===== config.mk =====
export PLATFORM = sky130hd
export DESIGN_NAME = ir_burst_timer
export DESIGN_NICKNAME = d
export VERILOG_FILES = /design/src/rtl/ir_tmr_pkg.sv /design/src/rtl/ir_tick_gen.sv /design/src/rtl/ir_carrier_gen.sv /design/src/rtl/ir_burst_cnt.sv /design/src/rtl/ir_burst_timer.sv
export SDC_FILE = /design/constraint.sdc
export NUM_CORES = 1
export LEC_CHECK = 0
export ABC_AREA = 1
export BUFFER_PORTS_ARGS = -buffer_cell sky130_fd_sc_hd__clkbuf_2
export CORE_MARGIN = 5
export CORE_UTILIZATION = 40
export CTS_BUF_LIST = sky130_fd_sc_hd__clkbuf_16
export DETAILED_ROUTE_END_ITERATION = 6
export GPL_ROUTABILITY_DRIVEN = 0
export HOLD_SLACK_MARGIN = 0.05
export SLEW_MARGIN = 10
export SYNTH_ARGS = -nofsm -noshare
export SYNTH_HDL_FRONTEND = slang
export SYNTH_HIERARCHICAL = 1
export SYNTH_SLANG_ARGS = --single-unit

===== constraint.sdc =====
create_clock -name clk -period 3.8 [get_ports clk]
set_input_delay 0.57 -clock clk [delete_from_list [all_inputs] [get_ports clk]]
set_output_delay 0.57 -clock clk [all_outputs]
set_load 0.1 [all_outputs]

===== src/rtl/ir_tmr_pkg.sv =====
package ir_tmr_pkg;
  localparam int CNT_W_DEF   = 9;
  localparam int MC_DIV_DEF  = 8;
  localparam int CAR_A_DEF   = 8;
  localparam int CAR_B_DEF   = 12;
  localparam int CAR_B_HI_DEF = 4;

  typedef enum logic {CAR_DIV_A = 1'b0, CAR_DIV_B = 1'b1} car_sel_e;
endpackage


===== src/rtl/ir_tick_gen.sv =====
module ir_tick_gen #(
  parameter int DIV = 8
) (
  input  logic clk,
  input  logic rst,
  output logic tick
);
  localparam int PW = (DIV > 1) ? $clog2(DIV) : 1;
  localparam logic [PW-1:0] LAST = PW'(DIV - 1);

  logic [PW-1:0] phase;

  always_ff @(posedge clk) begin
    if (rst) begin
      phase <= '0;
    end else if (phase == LAST) begin
      phase <= '0;
    end else begin
      phase <= phase + 1'b1;
    end
  end

  assign tick = (phase == LAST);
endmodule


===== src/rtl/ir_carrier_gen.sv =====
module ir_carrier_gen
  import ir_tmr_pkg::*;
#(
  parameter int DIV_A = 8,
  parameter int DIV_B = 12,
  parameter int HI_B  = 4
) (
  input  logic     clk,
  input  logic     rst,
  input  car_sel_e sel,
  output logic     car
);
  localparam int NDIV = 2;
  localparam int MAXD = (DIV_A > DIV_B) ? DIV_A : DIV_B;
  localparam int DW   = $clog2(MAXD);

  logic [NDIV-1:0] wave;

  for (genvar g = 0; g < NDIV; g++) begin : g_div
    localparam int D  = (g == 0) ? DIV_A : DIV_B;
    localparam int HI = (g == 0) ? DIV_A / 2 : HI_B;
    logic [DW-1:0] cnt;

    always_ff @(posedge clk) begin
      if (rst) begin
        cnt <= '0;
      end else if (cnt == DW'(D - 1)) begin
        cnt <= '0;
      end else begin
        cnt <= cnt + 1'b1;
      end
    end

    // divide-by-A: high in the upper half; divide-by-B: high in the first HI clocks
    if (g == 0) begin : g_sq
      assign wave[g] = (cnt >= DW'(HI));
    end else begin : g_third
      assign wave[g] = (cnt < DW'(HI));
    end
  end

  assign car = (sel == CAR_DIV_B) ? wave[1] : wave[0];
endmodule


===== src/rtl/ir_burst_cnt.sv =====
module ir_burst_cnt #(
  parameter int CNT_W = 9
) (
  input  logic             clk,
  input  logic             rst,
  input  logic             tick,
  input  logic             run,
  input  logic             load,
  input  logic [CNT_W:0]   load_val,
  output logic             active,
  output logic             cen,
  output logic             expire
);
  logic [CNT_W-1:0] cnt;

  always_ff @(posedge clk) begin
    if (rst) begin
      cnt    <= '0;
      cen    <= 1'b0;
      active <= 1'b0;
      expire <= 1'b0;
    end else begin
      expire <= 1'b0;
      if (load) begin
        // a load on the expiring tick wins, so the segment continues unbroken
        cnt    <= load_val[CNT_W-1:0];
        cen    <= load_val[CNT_W];
        active <= 1'b1;
      end else if (active && run && tick) begin
        if (cnt == '0) begin
          active <= 1'b0;
          expire <= 1'b1;
        end else begin
          cnt <= cnt - 1'b1;
        end
      end
    end
  end
endmodule


===== src/rtl/ir_burst_timer.sv =====
module ir_burst_timer
  import ir_tmr_pkg::*;
#(
  parameter int CNT_W    = CNT_W_DEF,
  parameter int MC_DIV   = MC_DIV_DEF,
  parameter int CAR_A    = CAR_A_DEF,
  parameter int CAR_B    = CAR_B_DEF,
  parameter int CAR_B_HI = CAR_B_HI_DEF
) (
  input  logic             clk,
  input  logic             rst,
  input  logic             load,
  input  logic [CNT_W:0]   load_val,
  input  logic             run,
  input  logic             car_sel,
  output logic             rem,
  output logic             sout_n,
  output logic             done,
  output logic             done_pulse
);
  logic tick, car, active, cen, expire, burst;

  ir_tick_gen #(.DIV(MC_DIV)) u_tick (
    .clk (clk),
    .rst (rst),
    .tick(tick)
  );

  ir_carrier_gen #(.DIV_A(CAR_A), .DIV_B(CAR_B), .HI_B(CAR_B_HI)) u_car (
    .clk(clk),
    .rst(rst),
    .sel(car_sel_e'(car_sel)),
    .car(car)
  );

  ir_burst_cnt #(.CNT_W(CNT_W)) u_cnt (
    .clk     (clk),
    .rst     (rst),
    .tick    (tick),
    .run     (run),
    .load    (load),
    .load_val(load_val),
    .active  (active),
    .cen     (cen),
    .expire  (expire)
  );

  assign burst = active && run && cen;

  always_ff @(posedge clk) begin
    if (rst) begin
      rem    <= 1'b0;
      sout_n <= 1'b1;
    end else begin
      rem    <= burst && car;
      sout_n <= !burst;
    end
  end

  assign done       = !active;
  assign done_pulse = expire;
endmodule


==> summary.json, run 1 <==
{
  "status": "complete, no violations",
  "number_of_nets_produced_by_synthesis": 207,
  "fmax_mhz": 591,
  "globalRouteOverflowTotal": 0,
  "die-width_um": 66.9,
  "worstPathMaxFanout": 5,
  "drtAntennaViolNets": 0,
  "count_of_input_and_output_buffers": 18,
  "via_count_of_the_first_global_routing_pass": 1120,
  "slew-limit-headroom_pct": 63.7,
  "synth.area.top_cells": "dfxtp_1 (39%), nand2_1 (11%), nor2_1 (10%)",
  "fin_skew_ps": 2.67,
  "critical_path_at_ps": 1120,
  "rows": 20,
  "type_of_the_most_critical_hold_path": "flop to flop",
  "clock-sinks": 25,
  "fin_worst_hold_slack_ps": 426,
  "die_height_um": 66.9,
  "nFillCells": 335,
  "synthAdderAreaFrac_pct": 4.83,
  "tritoncts.num_buffers": 3,
  "start_util_pct": 42.1,
  "yosysUniqueCellTypes": 25,
  "cts_htree_levels": 1,
  "slew_viol_final": 0,
  "vdd_ir_drop_max_mv": 0.275,
  "number_of_instances_in_the_synthesized_netlist": 187,
  "power_density_over_the_cells_nw_per_um2": 450,
  "quantity_of_gates_resized_following_cts": 0,
  "synth_edf_count": 0,
  "fp.dieArea_sq_um": 4480,
  "drv.max_cap_violation_count": 0,
  "cts-root-buf": "clkbuf_16",
  "vias": 1183,
  "cp_data_required_time_ps": 3230,
  "finalCriticalPeriod_ps": 1690,
  "criticalPathCategory": "flop to output port",
  "fin_crit_sh_pct": 44.6,
  "cts.hold.buffers_added": 0,
  "synth.most_common_cell": "nand2_1",
  "grt_setup_unrepaired": "no",
  "synth.ff_latch_count": 25,
  "post_route_cells_drive_above_1_share_pct": 19.3,
  "grt_pass1_wl_mm": 4.63,
  "worst_skew_pair.late_latency_ps": 260,
  "detail_route.vias_per_cell": 4.71,
  "antennaDiodeCount": 0,
  "yosys.area_share.xor_xnor_pct": 0,
  "routed_wire_length_per_instance_um": 10.5,
  "clk_transition_reported_paths_ps": 60,
  "yosys_warnings": 6,
  "number_of_antenna_violations_at_the_first_check_in_global_routing": 0,
  "power_leakage_nw": 0.728,
  "ioPinCount": 19,
  "synthSimpleGateAreaFrac_pct": 37.8,
  "synthMuxAreaShare_pct": 0,
  "post_synth_instance_area_sq_um": 1300,
  "finalNetCount": 228,
  "async_flop_share_pct": 0,
  "iteration_count_of_the_initial_detailed_routing_pass": 5,
  "timing.critical_path.to_type": "output port",
  "detailedPlacementHpwl_mm": 2.11,
  "synth_area_per_cell_sq_um": 6.93,
  "routed_wl_mm": 2.65,
  "sum_neg_setup_slack_ps": 0,
  "yosysTopAreaCell": "dfxtp_1",
  "synth_common_cells": "nand2_1 (39), nor2_1 (35), dfxtp_1 (25), inv_1 (25), nand3_1 (13)",
  "clk_path_buf_depth": 2,
  "post-synth-top-area-fraction_pct": 38.6,
  "initialDrtViolationCount": 46,
  "hold_viol": 0,
  "cts_post_setup_buffers_inserted": 0,
  "ys_seq_area_share_pct": 38.6,
  "track_usage_pct": 13.4,
  "compound_gate_portion_of_the_synthesized_area_pct": 8.98,
  "grt_max_degree": 16,
  "core_sq_um": 3080,
  "post-route-drc-count": 0,
  "cts_tree": "done",
  "setup_viol_count_final": 0,
  "syn_to_final_growth_pct": 16.9,
  "cp-start-kind": "flop",
  "fin_util_pct": 49.2,
  "worst_slew_pin_slew_ps": 547,
  "synth_top_family_by_area": "simple AND/OR/NAND/NOR gates",
  "postSynth.topFlopCell": "dfxtp_1"
}
state kept, by name, summed over array words and instances (netlist names):
signal           flops
u_cnt/cnt            9
u_car/g_div.cnt      8
u_tick/phase         3
rem                  1
sout_n               1
u_cnt/active         1
u_cnt/cen            1
u_cnt/expire         1
report_power, final:
group	switching, mW	total [mW]	internal [mW]	leakage (nW)
logic	0.0937	0.145	0.0512	0.485
registers	0.0152	0.297	0.282	0.206
clock network	0.0967	0.240	0.143	0.0371
cells in the final DEF (no fill, tap or decap):
master,n
clkbuf_2,18
nand2_8,1
nor2_1,35
nand3_2,2
nand2_1,39
nand3_1,13
inv_2,3
o21ai_2,1
nand4_1,4
inv_6,1
o221ai_1,1
or2_2,2
clkbuf_16,3
clkinv_1,1
a21oi_1,7
ha_1,5
nor3_1,1
nor2_4,2
clkinvlp_4,1
inv_1,25
o21ai_0,8
nand3_4,1
nand2_2,4
a21oi_2,1
o21ai_1,3
dfxtp_1,25
critical path, cell delays in order (launching register included):
cell	delay [ps]
dfxtp_1	340
inv_1	70
clkbuf_2	450
layer usage:
layer / part of all wire, % / GRT usage (%)
met4: 0.49 / 4.05
met3: 8.1 / 4.55
met2: 44 / 21.8
met5: 0 / 0
met1: 47 / 16.6
metrics by stage:
stage          worst slack (ps)  instance area, sq um  std cells  power (mW)
3_3_place_gp               1940                  1430        247       0.443
6_report                   2110                  1520        251       0.682
3_5_place_dp               1890                  1430        247       0.448
4_1_cts                    2100                  1520        251       0.690
5_1_grt                    2030                  1520        251       0.724
2_1_floorplan              2320                  1300        187       0.414
layout make-up:
type	count	area, sq um	share of cell area, %
clock buffers	3	75.1	4.95
clock inverters	1	7.51	0.495
inverters	30	118	7.76
multi-input cells	130	669	44.2
flip-flops and latches	25	500	33.0
well taps	44	55.1	3.63
repair buffers	18	90.1	5.95
worst paths after layout:
check / startpoint / slack, ps / cells after the start / to
setup / recovery: u_cnt/active / 2110 / 2 / done
hold / removal: u_tick/phase[0] / 430 / 1 / u_tick/phase[0]
setup reg to reg: u_tick/phase[0] / 2250 / 8 / u_cnt/cnt[3]
hold reg to reg: u_tick/phase[0] / 430 / 1 / u_tick/phase[0]
kinds of logic after synthesis:
| kind of cell | count (synthesis) |
|---|---|
| and+or+nand+nor | 104 |
| adders and majority gates | 5 |
| buffers and inverters | 32 |
| AOI/OAI and AO/OA | 21 |
| DFF | 25 |
Power figures use the tool's default switching activity.
==> run 2: changes to the inputs <==
Clock period 3.8 ns to 1.6 ns, I/O delays scaled along.
==> summary.json, run 2 (same netlist as run 1, synthesis figures left out) <==
{
  "status": "complete, no violations",
  "finalCriticalPeriod_ps": 1450,
  "overall_power_consumption": {"value": 1.61, "unit": "mW", "change": "+140%"},
  "fin_crit_sh_pct": 90.6,
  "post-route-drc-count": {"value": 0, "change": "unchanged"},
  "hold_viol": {"value": 0, "change": "unchanged"},
  "initialDrtViolationCount": {"value": 51, "change": "+11%"},
  "placed_cell_area": {"value": 1450, "unit": "sq um", "change": "+1.0%"},
  "largest_register_ff_count": {"value": 9, "change": "unchanged"},
  "iteration_count_of_the_initial_detailed_routing_pass": {"value": 4, "change": "-1"},
  "worst_skew_pair.late_latency": {"value": 260, "unit": "ps", "change": "about the same"},
  "grt_setup_unrepaired": "no",
  "count_of_input_and_output_buffers": {"value": 18, "change": "unchanged"},
  "tritoncts.num_buffers": {"value": 3, "change": "unchanged"},
  "largest-register": "u_cnt/cnt",
  "cts_tree": "done",
  "slew-limit-headroom": {"value": 63.9, "unit": "%", "change": "+0.27 points"},
  "clk_transition_reported_paths": {"value": 60, "unit": "ps", "change": "about the same"},
  "routed_wire_length_per_instance": {"value": 10.8, "unit": "um", "change": "+2.6%"},
  "layout.cells.most_common": "nand2_1",
  "vdd_ir_drop_max": {"value": 0.441, "unit": "mV", "change": "+61%"},
  "clock-sinks": {"value": 25, "change": "unchanged"},
  "finish.instance_area": {"value": 1540, "unit": "sq um", "change": "+1.7%"},
  "type_of_the_most_critical_hold_path": "input port to flop",
  "fin_skew": {"value": 1.95, "unit": "ps", "change": "-0.720 ps"},
  "critical_path.cell_chain": "inv_1 > ha_1 > nand3_2 > nor2_4 > nand3_4 > nand2_8 > inv_6 > o21ai_1 > nor2_1",
  "clk_path_buf_depth": {"value": 2, "change": "unchanged"},
  "fp.dieArea": {"value": 4480, "unit": "sq um", "change": "unchanged"},
  "sum_neg_setup_slack": {"value": 0, "unit": "ps", "change": "unchanged"},
  "die-width": {"value": 66.9, "unit": "um", "change": "unchanged"},
  "critical_path.slowest_cell": "dfxtp_1",
  "power_density_over_the_cells": {"value": 1050, "unit": "nW/um^2", "change": "+130%"},
  "worst_slew_pin_slew": {"value": 543, "unit": "ps", "change": "-4.12 ps"},
  "layout.cells.most_common_list": "nand2_1 (38), nor2_1 (34), inv_1 (25), dfxtp_1 (25), clkbuf_2 (18)",
  "cp-start-kind": "flop",
  "routed_wl": {"value": 2.74, "unit": "mm", "change": "+3.4%"},
  "setup_viol_count_final": {"value": 0, "change": "unchanged"},
  "timing.critical_path.to_type": "flop",
  "core": {"value": 3080, "unit": "sq um", "change": "unchanged"},
  "drtAntennaViolNets": {"value": 0, "change": "unchanged"},
  "top_regs": "u_cnt/cnt: 9 flops, u_car/g_div.cnt: 8 flops, u_tick/phase: 3 flops",
  "via_count_of_the_first_global_routing_pass": {"value": 1106, "change": "-1.3%"},
  "detailedPlacementHpwl": {"value": 2.05, "unit": "mm", "change": "-2.7%"},
  "cts_htree_levels": {"value": 1, "change": "unchanged"},
  "rows": {"value": 20, "change": "unchanged"},
  "antennaDiodeCount": {"value": 0, "change": "unchanged"},
  "worstPathMaxFanout": {"value": 9, "change": "+4"},
  "ioPinCount": {"value": 19, "change": "unchanged"},
  "syn_to_final_growth_pct": 18.8,
  "post_route_cells_drive_above_1_share": {"value": 21.1, "unit": "%", "change": "+1.7 points"},
  "globalRouteOverflowTotal": {"value": 0, "change": "unchanged"},
  "cp_data_required_time": {"value": 1760, "unit": "ps", "change": "-1470 ps"},
  "track_usage": {"value": 13.9, "unit": "%", "change": "+0.51 points"},
  "power_leakage": {"value": 0.739, "unit": "nW", "change": "+1.4%"},
  "vias": {"value": 1185, "change": "+0.17%"},
  "start_util": {"value": 42.1, "unit": "%", "change": "unchanged"},
  "drv.max_cap_violation_count": {"value": 0, "change": "unchanged"},
  "finalNetCount": {"value": 230, "change": "+0.88%"},
  "slew_viol_final": {"value": 0, "change": "unchanged"},
  "die_height": {"value": 66.9, "unit": "um", "change": "unchanged"},
  "detail_route.vias_per_cell": {"value": 4.68, "change": "-0.62%"},
  "grt_max_degree": {"value": 16, "change": "unchanged"},
  "fmax_mhz": 690,
  "criticalPathCategory": "flop to flop",
  "number_of_antenna_violations_at_the_first_check_in_global_routing": {"value": 0, "change": "unchanged"},
  "worst_path_largest_cell_delay": {"value": 320, "unit": "ps", "change": "-130 ps"},
  "cts-root-buf": "clkbuf_16",
  "grt_pass1_wl": {"value": 4.80, "unit": "mm", "change": "+3.7%"},
  "critical_path_at": {"value": 1600, "unit": "ps", "change": "+480 ps"}
}
[run 2: cell count changes in the layout (fill, tap and decap cells not counted)]
cell     previous run  this run
nor2_1             35        34
nand2_4             0         1
nor2_2              0         1
buf_4               0         2
nand2_1            39        38
[run 2: report_power, final]
| part | internal (mW) | total, mW | leakage [nW] | switching (mW) |
|---|---|---|---|---|
| clock network | 0.339 | 0.561 | 0.0371 | 0.222 |
| registers | 0.669 | 0.707 | 0.206 | 0.0380 |
| logic | 0.126 | 0.345 | 0.496 | 0.220 |
| total | 1.13 | 1.61 | 0.739 | 0.480 |
[run 2: through the flow]
stage / hold WS, ps / worst slack [ps] / util, % / instances
after global placement: 403 / 140 / 47.0 / 249
final: 203 / 151 / 50.0 / 253
after detailed placement: 413 / 67.2 / 47.0 / 249
after global routing: 237 / 4.71 / 50.0 / 253
after floorplan: 309 / 207 / - / 187
after CTS: 203 / 36.9 / 49.7 / 253
[run 2: routing by layer]
layer / wire length (um) / vias to the layer above / track usage [%]
met5: 0 / - / 0
met4: 27 / 0 / 3.80
met3: 116 / 4 / 2.70
met2: 1200 / 27 / 22.2
met1: 1390 / 518 / 18.9
li1: - / 636 / -
[run 2: what timing repair did]
action                                  4_1_cts  5_1_grt
buffers inserted                              0        0
gates resized for setup                       0        3
hold endpoints to repair                      0        0
endpoints found under the setup margin        0        9
hold buffers                                  0        0
[run 2: layout make-up]
type | count | area, sq um
clock inverters | 1 | 7.51
well taps | 44 | 55.1
inverters | 30 | 118
flip-flops and latches | 25 | 500
repair buffers | 20 | 105
multi-input cells | 130 | 679
clock buffers | 3 | 75.1
fillers | 319 | 1540
[run 2: final timing paths]
path / cells past startpoint / startpoint / to / slack (ps)
setup / recovery: 9 / u_cnt/cnt[0] / u_cnt/cnt[3] / 150
hold / removal: 3 / load_val[9] / u_cnt/cen / 200
setup reg to reg: 9 / u_cnt/cnt[0] / u_cnt/cnt[3] / 150
hold reg to reg: 1 / u_tick/phase[0] / u_tick/phase[0] / 420
[run 2: worst max-delay path, delay by kind of cell, from the launching register on]
kind / cells / cell delay, ps
buffers and inverters: 2 / 140
adder cells (fa/ha/maj): 1 / 210
AO/OA/AOI/OAI: 1 / 110
AND/OR/NAND/NOR: 5 / 580
flip-flops: 1 / 320
==> run 3: changes to the inputs <==
Settings changed: CTS_CLUSTER_SIZE from default to 10, GPL_TIMING_DRIVEN from default to 0.
==> summary.json, run 3 (same netlist as run 1, synthesis figures left out) <==
{
  "vias": {"value": 1214, "change": "+2.4%"},
  "top_regs": "u_cnt/cnt: 9 flops, u_car/g_div.cnt: 8 flops, u_tick/phase: 3 flops",
  "tritoncts.num_buffers": {"value": 3, "change": "unchanged"},
  "grt_max_degree": {"value": 16, "change": "unchanged"},
  "status": "complete, no violations",
  "largest-register": "u_cnt/cnt",
  "vdd_ir_drop_max": {"value": 0.394, "unit": "mV", "change": "-11%"},
  "largest_register_ff_count": {"value": 9, "change": "unchanged"},
  "die-width": {"value": 66.9, "unit": "um", "change": "unchanged"},
  "overall_power_consumption": {"value": 1.65, "unit": "mW", "change": "+2.0%"},
  "drv.max_cap_violation_count": {"value": 0, "change": "unchanged"},
  "slew_viol_final": {"value": 0, "change": "unchanged"},
  "antennaDiodeCount": {"value": 0, "change": "unchanged"},
  "worstPathMaxFanout": {"value": 7, "change": "-2"},
  "layout.cells.most_common_list": "nand2_1 (38), nor2_1 (35), dfxtp_1 (25)",
  "via_count_of_the_first_global_routing_pass": {"value": 1081, "change": "-2.3%"},
  "nFillCells": {"value": 317, "change": "-0.63%"},
  "fmax": {"value": 667, "unit": "MHz", "change": "-3.3%"},
  "grt_setup_unrepaired": "no",
  "placedCellCount": {"value": 249, "change": "unchanged"},
  "die_height": {"value": 66.9, "unit": "um", "change": "unchanged"},
  "start_util": {"value": 42.1, "unit": "%", "change": "unchanged"},
  "type_of_the_most_critical_hold_path": "input port to flop",
  "worst_skew_pair.late_latency": {"value": 260, "unit": "ps", "change": "about the same"},
  "slew-limit-headroom": {"value": 63.8, "unit": "%", "change": "-0.11 points"},
  "drtAntennaViolNets": {"value": 0, "change": "unchanged"},
  "cts_htree_levels": {"value": 1, "change": "unchanged"},
  "finalNetCount": {"value": 232, "change": "+0.87%"},
  "routed_wl": {"value": 2.82, "unit": "mm", "change": "+3.0%"},
  "post-route-drc-count": {"value": 0, "change": "unchanged"},
  "clk_path_buf_depth": {"value": 2, "change": "unchanged"},
  "criticalPathCategory": "flop to flop",
  "timing.critical_path.to_type": "flop",
  "hold_viol": {"value": 0, "change": "unchanged"},
  "setup_viol_count_final": {"value": 0, "change": "unchanged"},
  "clk_transition_reported_paths": {"value": 70, "unit": "ps", "change": "about the same"},
  "cts_tree": "done",
  "cp-start-kind": "flop",
  "rows": {"value": 20, "change": "unchanged"},
  "cts.hold.buffers_added": {"value": 0, "change": "unchanged"},
  "detailedPlacementHpwl": {"value": 2.02, "unit": "mm", "change": "-1.2%"},
  "post_route_cells_drive_above_1_share": {"value": 22.7, "unit": "%", "change": "+1.7 points"},
  "fp.dieArea": {"value": 4480, "unit": "sq um", "change": "unchanged"},
  "cp_data_required_time": {"value": 1760, "unit": "ps", "change": "about the same"},
  "number_of_antenna_violations_at_the_first_check_in_global_routing": {"value": 0, "change": "unchanged"},
  "power_density_over_the_cells": {"value": 1050, "unit": "nW/um^2", "change": "+0.18%"},
  "power_leakage": {"value": 0.745, "unit": "nW", "change": "+0.92%"},
  "grt_pass1_wl": {"value": 4.62, "unit": "mm", "change": "-3.7%"},
  "clock-sinks": {"value": 25, "change": "unchanged"},
  "iteration_count_of_the_initial_detailed_routing_pass": {"value": 4, "change": "unchanged"},
  "routed_wire_length_per_instance": {"value": 11.0, "unit": "um", "change": "+2.2%"},
  "fin_skew": {"value": 2.32, "unit": "ps", "change": "+0.368 ps"},
  "ioPinCount": {"value": 19, "change": "unchanged"},
  "globalRouteOverflowTotal": {"value": 0, "change": "unchanged"},
  "core": {"value": 3080, "unit": "sq um", "change": "unchanged"},
  "finalCriticalPeriod": {"value": 1500, "unit": "ps", "change": "+49.4 ps"},
  "final_non_filler_cells": {"value": 255, "change": "+0.79%"},
  "layout.cells.most_common": "nand2_1",
  "syn_to_final_growth_pct": 20.9,
  "count_of_input_and_output_buffers": {"value": 18, "change": "unchanged"},
  "track_usage": {"value": 13.4, "unit": "%", "change": "-0.52 points"},
  "cts-root-buf": "clkbuf_16",
  "detail_route.vias_per_cell": {"value": 4.76, "change": "+1.6%"},
  "critical_path_at": {"value": 1660, "unit": "ps", "change": "+60 ps"},
  "worst_slew_pin_slew": {"value": 545, "unit": "ps", "change": "+1.62 ps"},
  "initialDrtViolationCount": {"value": 55, "change": "+7.8%"},
  "fin_crit_sh": {"value": 93.7, "unit": "%", "change": "+3.1 points"}
}
-- run 3: worst paths after layout --
kind / cells past startpoint / slack [ps] / to / start
hold / removal: 3 / 200 / u_cnt/cen / load_val[9]
setup / recovery: 11 / 100 / u_cnt/cnt[5] / u_cnt/cnt[0]
setup reg to reg: 11 / 100 / u_cnt/cnt[5] / u_cnt/cnt[0]
hold reg to reg: 1 / 440 / sout_n / u_cnt/cen
-- run 3: power breakdown --
part	switching (mW)	internal (mW)	leakage [nW]
sequential	0.0382	0.669	0.206
combinational	0.232	0.133	0.502
clock	0.234	0.340	0.0371
-- run 3: final cells by class --
cell class                      instances  area (sq um)  share of cell area (%)
Buffer                                  2          8.76                   0.559
Clock buffer                            3          75.1                    4.79
Clock inverter                          1          7.51                   0.479
Inverter                               30           118                    7.50
Multi-Input combinational cell        131           706                    45.0
Sequential cell                        25           500                    31.9
Tap cell                               44          55.1                    3.51
Timing Repair Buffer                   19          97.6                    6.23
-- run 3: critical path, cell delays in order, from the launching register on --
cell and delay [ps]:
dfxtp_1 340, inv_2 90, ha_4 150, nand3_2 120, nor2_4 160, nand3_4 170, nand2_8 150, inv_6 50
nand2_1 50, nand2_1 50, clkinv_1 40, nor2_1 30
-- run 3: layer usage --
metal | up-vias | wire length [um] | global-route usage [%] | share of wire (%)
li1 | 636 | - | - | -
met5 | - | 0 | 0 | 0
met1 | 538 | 1320 | 17.3 | 47
met4 | 0 | 29 | 4.30 | 1.0
met3 | 4 | 173 | 3.54 | 6.1
met2 | 36 | 1290 | 21.4 | 46
-- run 3: timing repair --
action                                  in CTS  in global routing
gates resized for setup                      1                  6
cloned                                       0                  1
pin swaps                                    0                  2
endpoints found under the hold margin        0                  0
buffers inserted                             0                  1
endpoints found under the setup margin       3                  4
-- run 3: through the flow --
step                setup slack, ps  area, sq um  TNS, ps  util, %  hold WS (ps)
floorplan                       207         1300        0        -           309
global placement               66.8         1440        0     46.8           404
detailed placement            -12.9         1440    -12.9     46.8           418
CTS                            52.4         1530        0     49.6           192
global route                   8.54         1570        0     50.9           206
finish                          101         1570        0     50.9           200
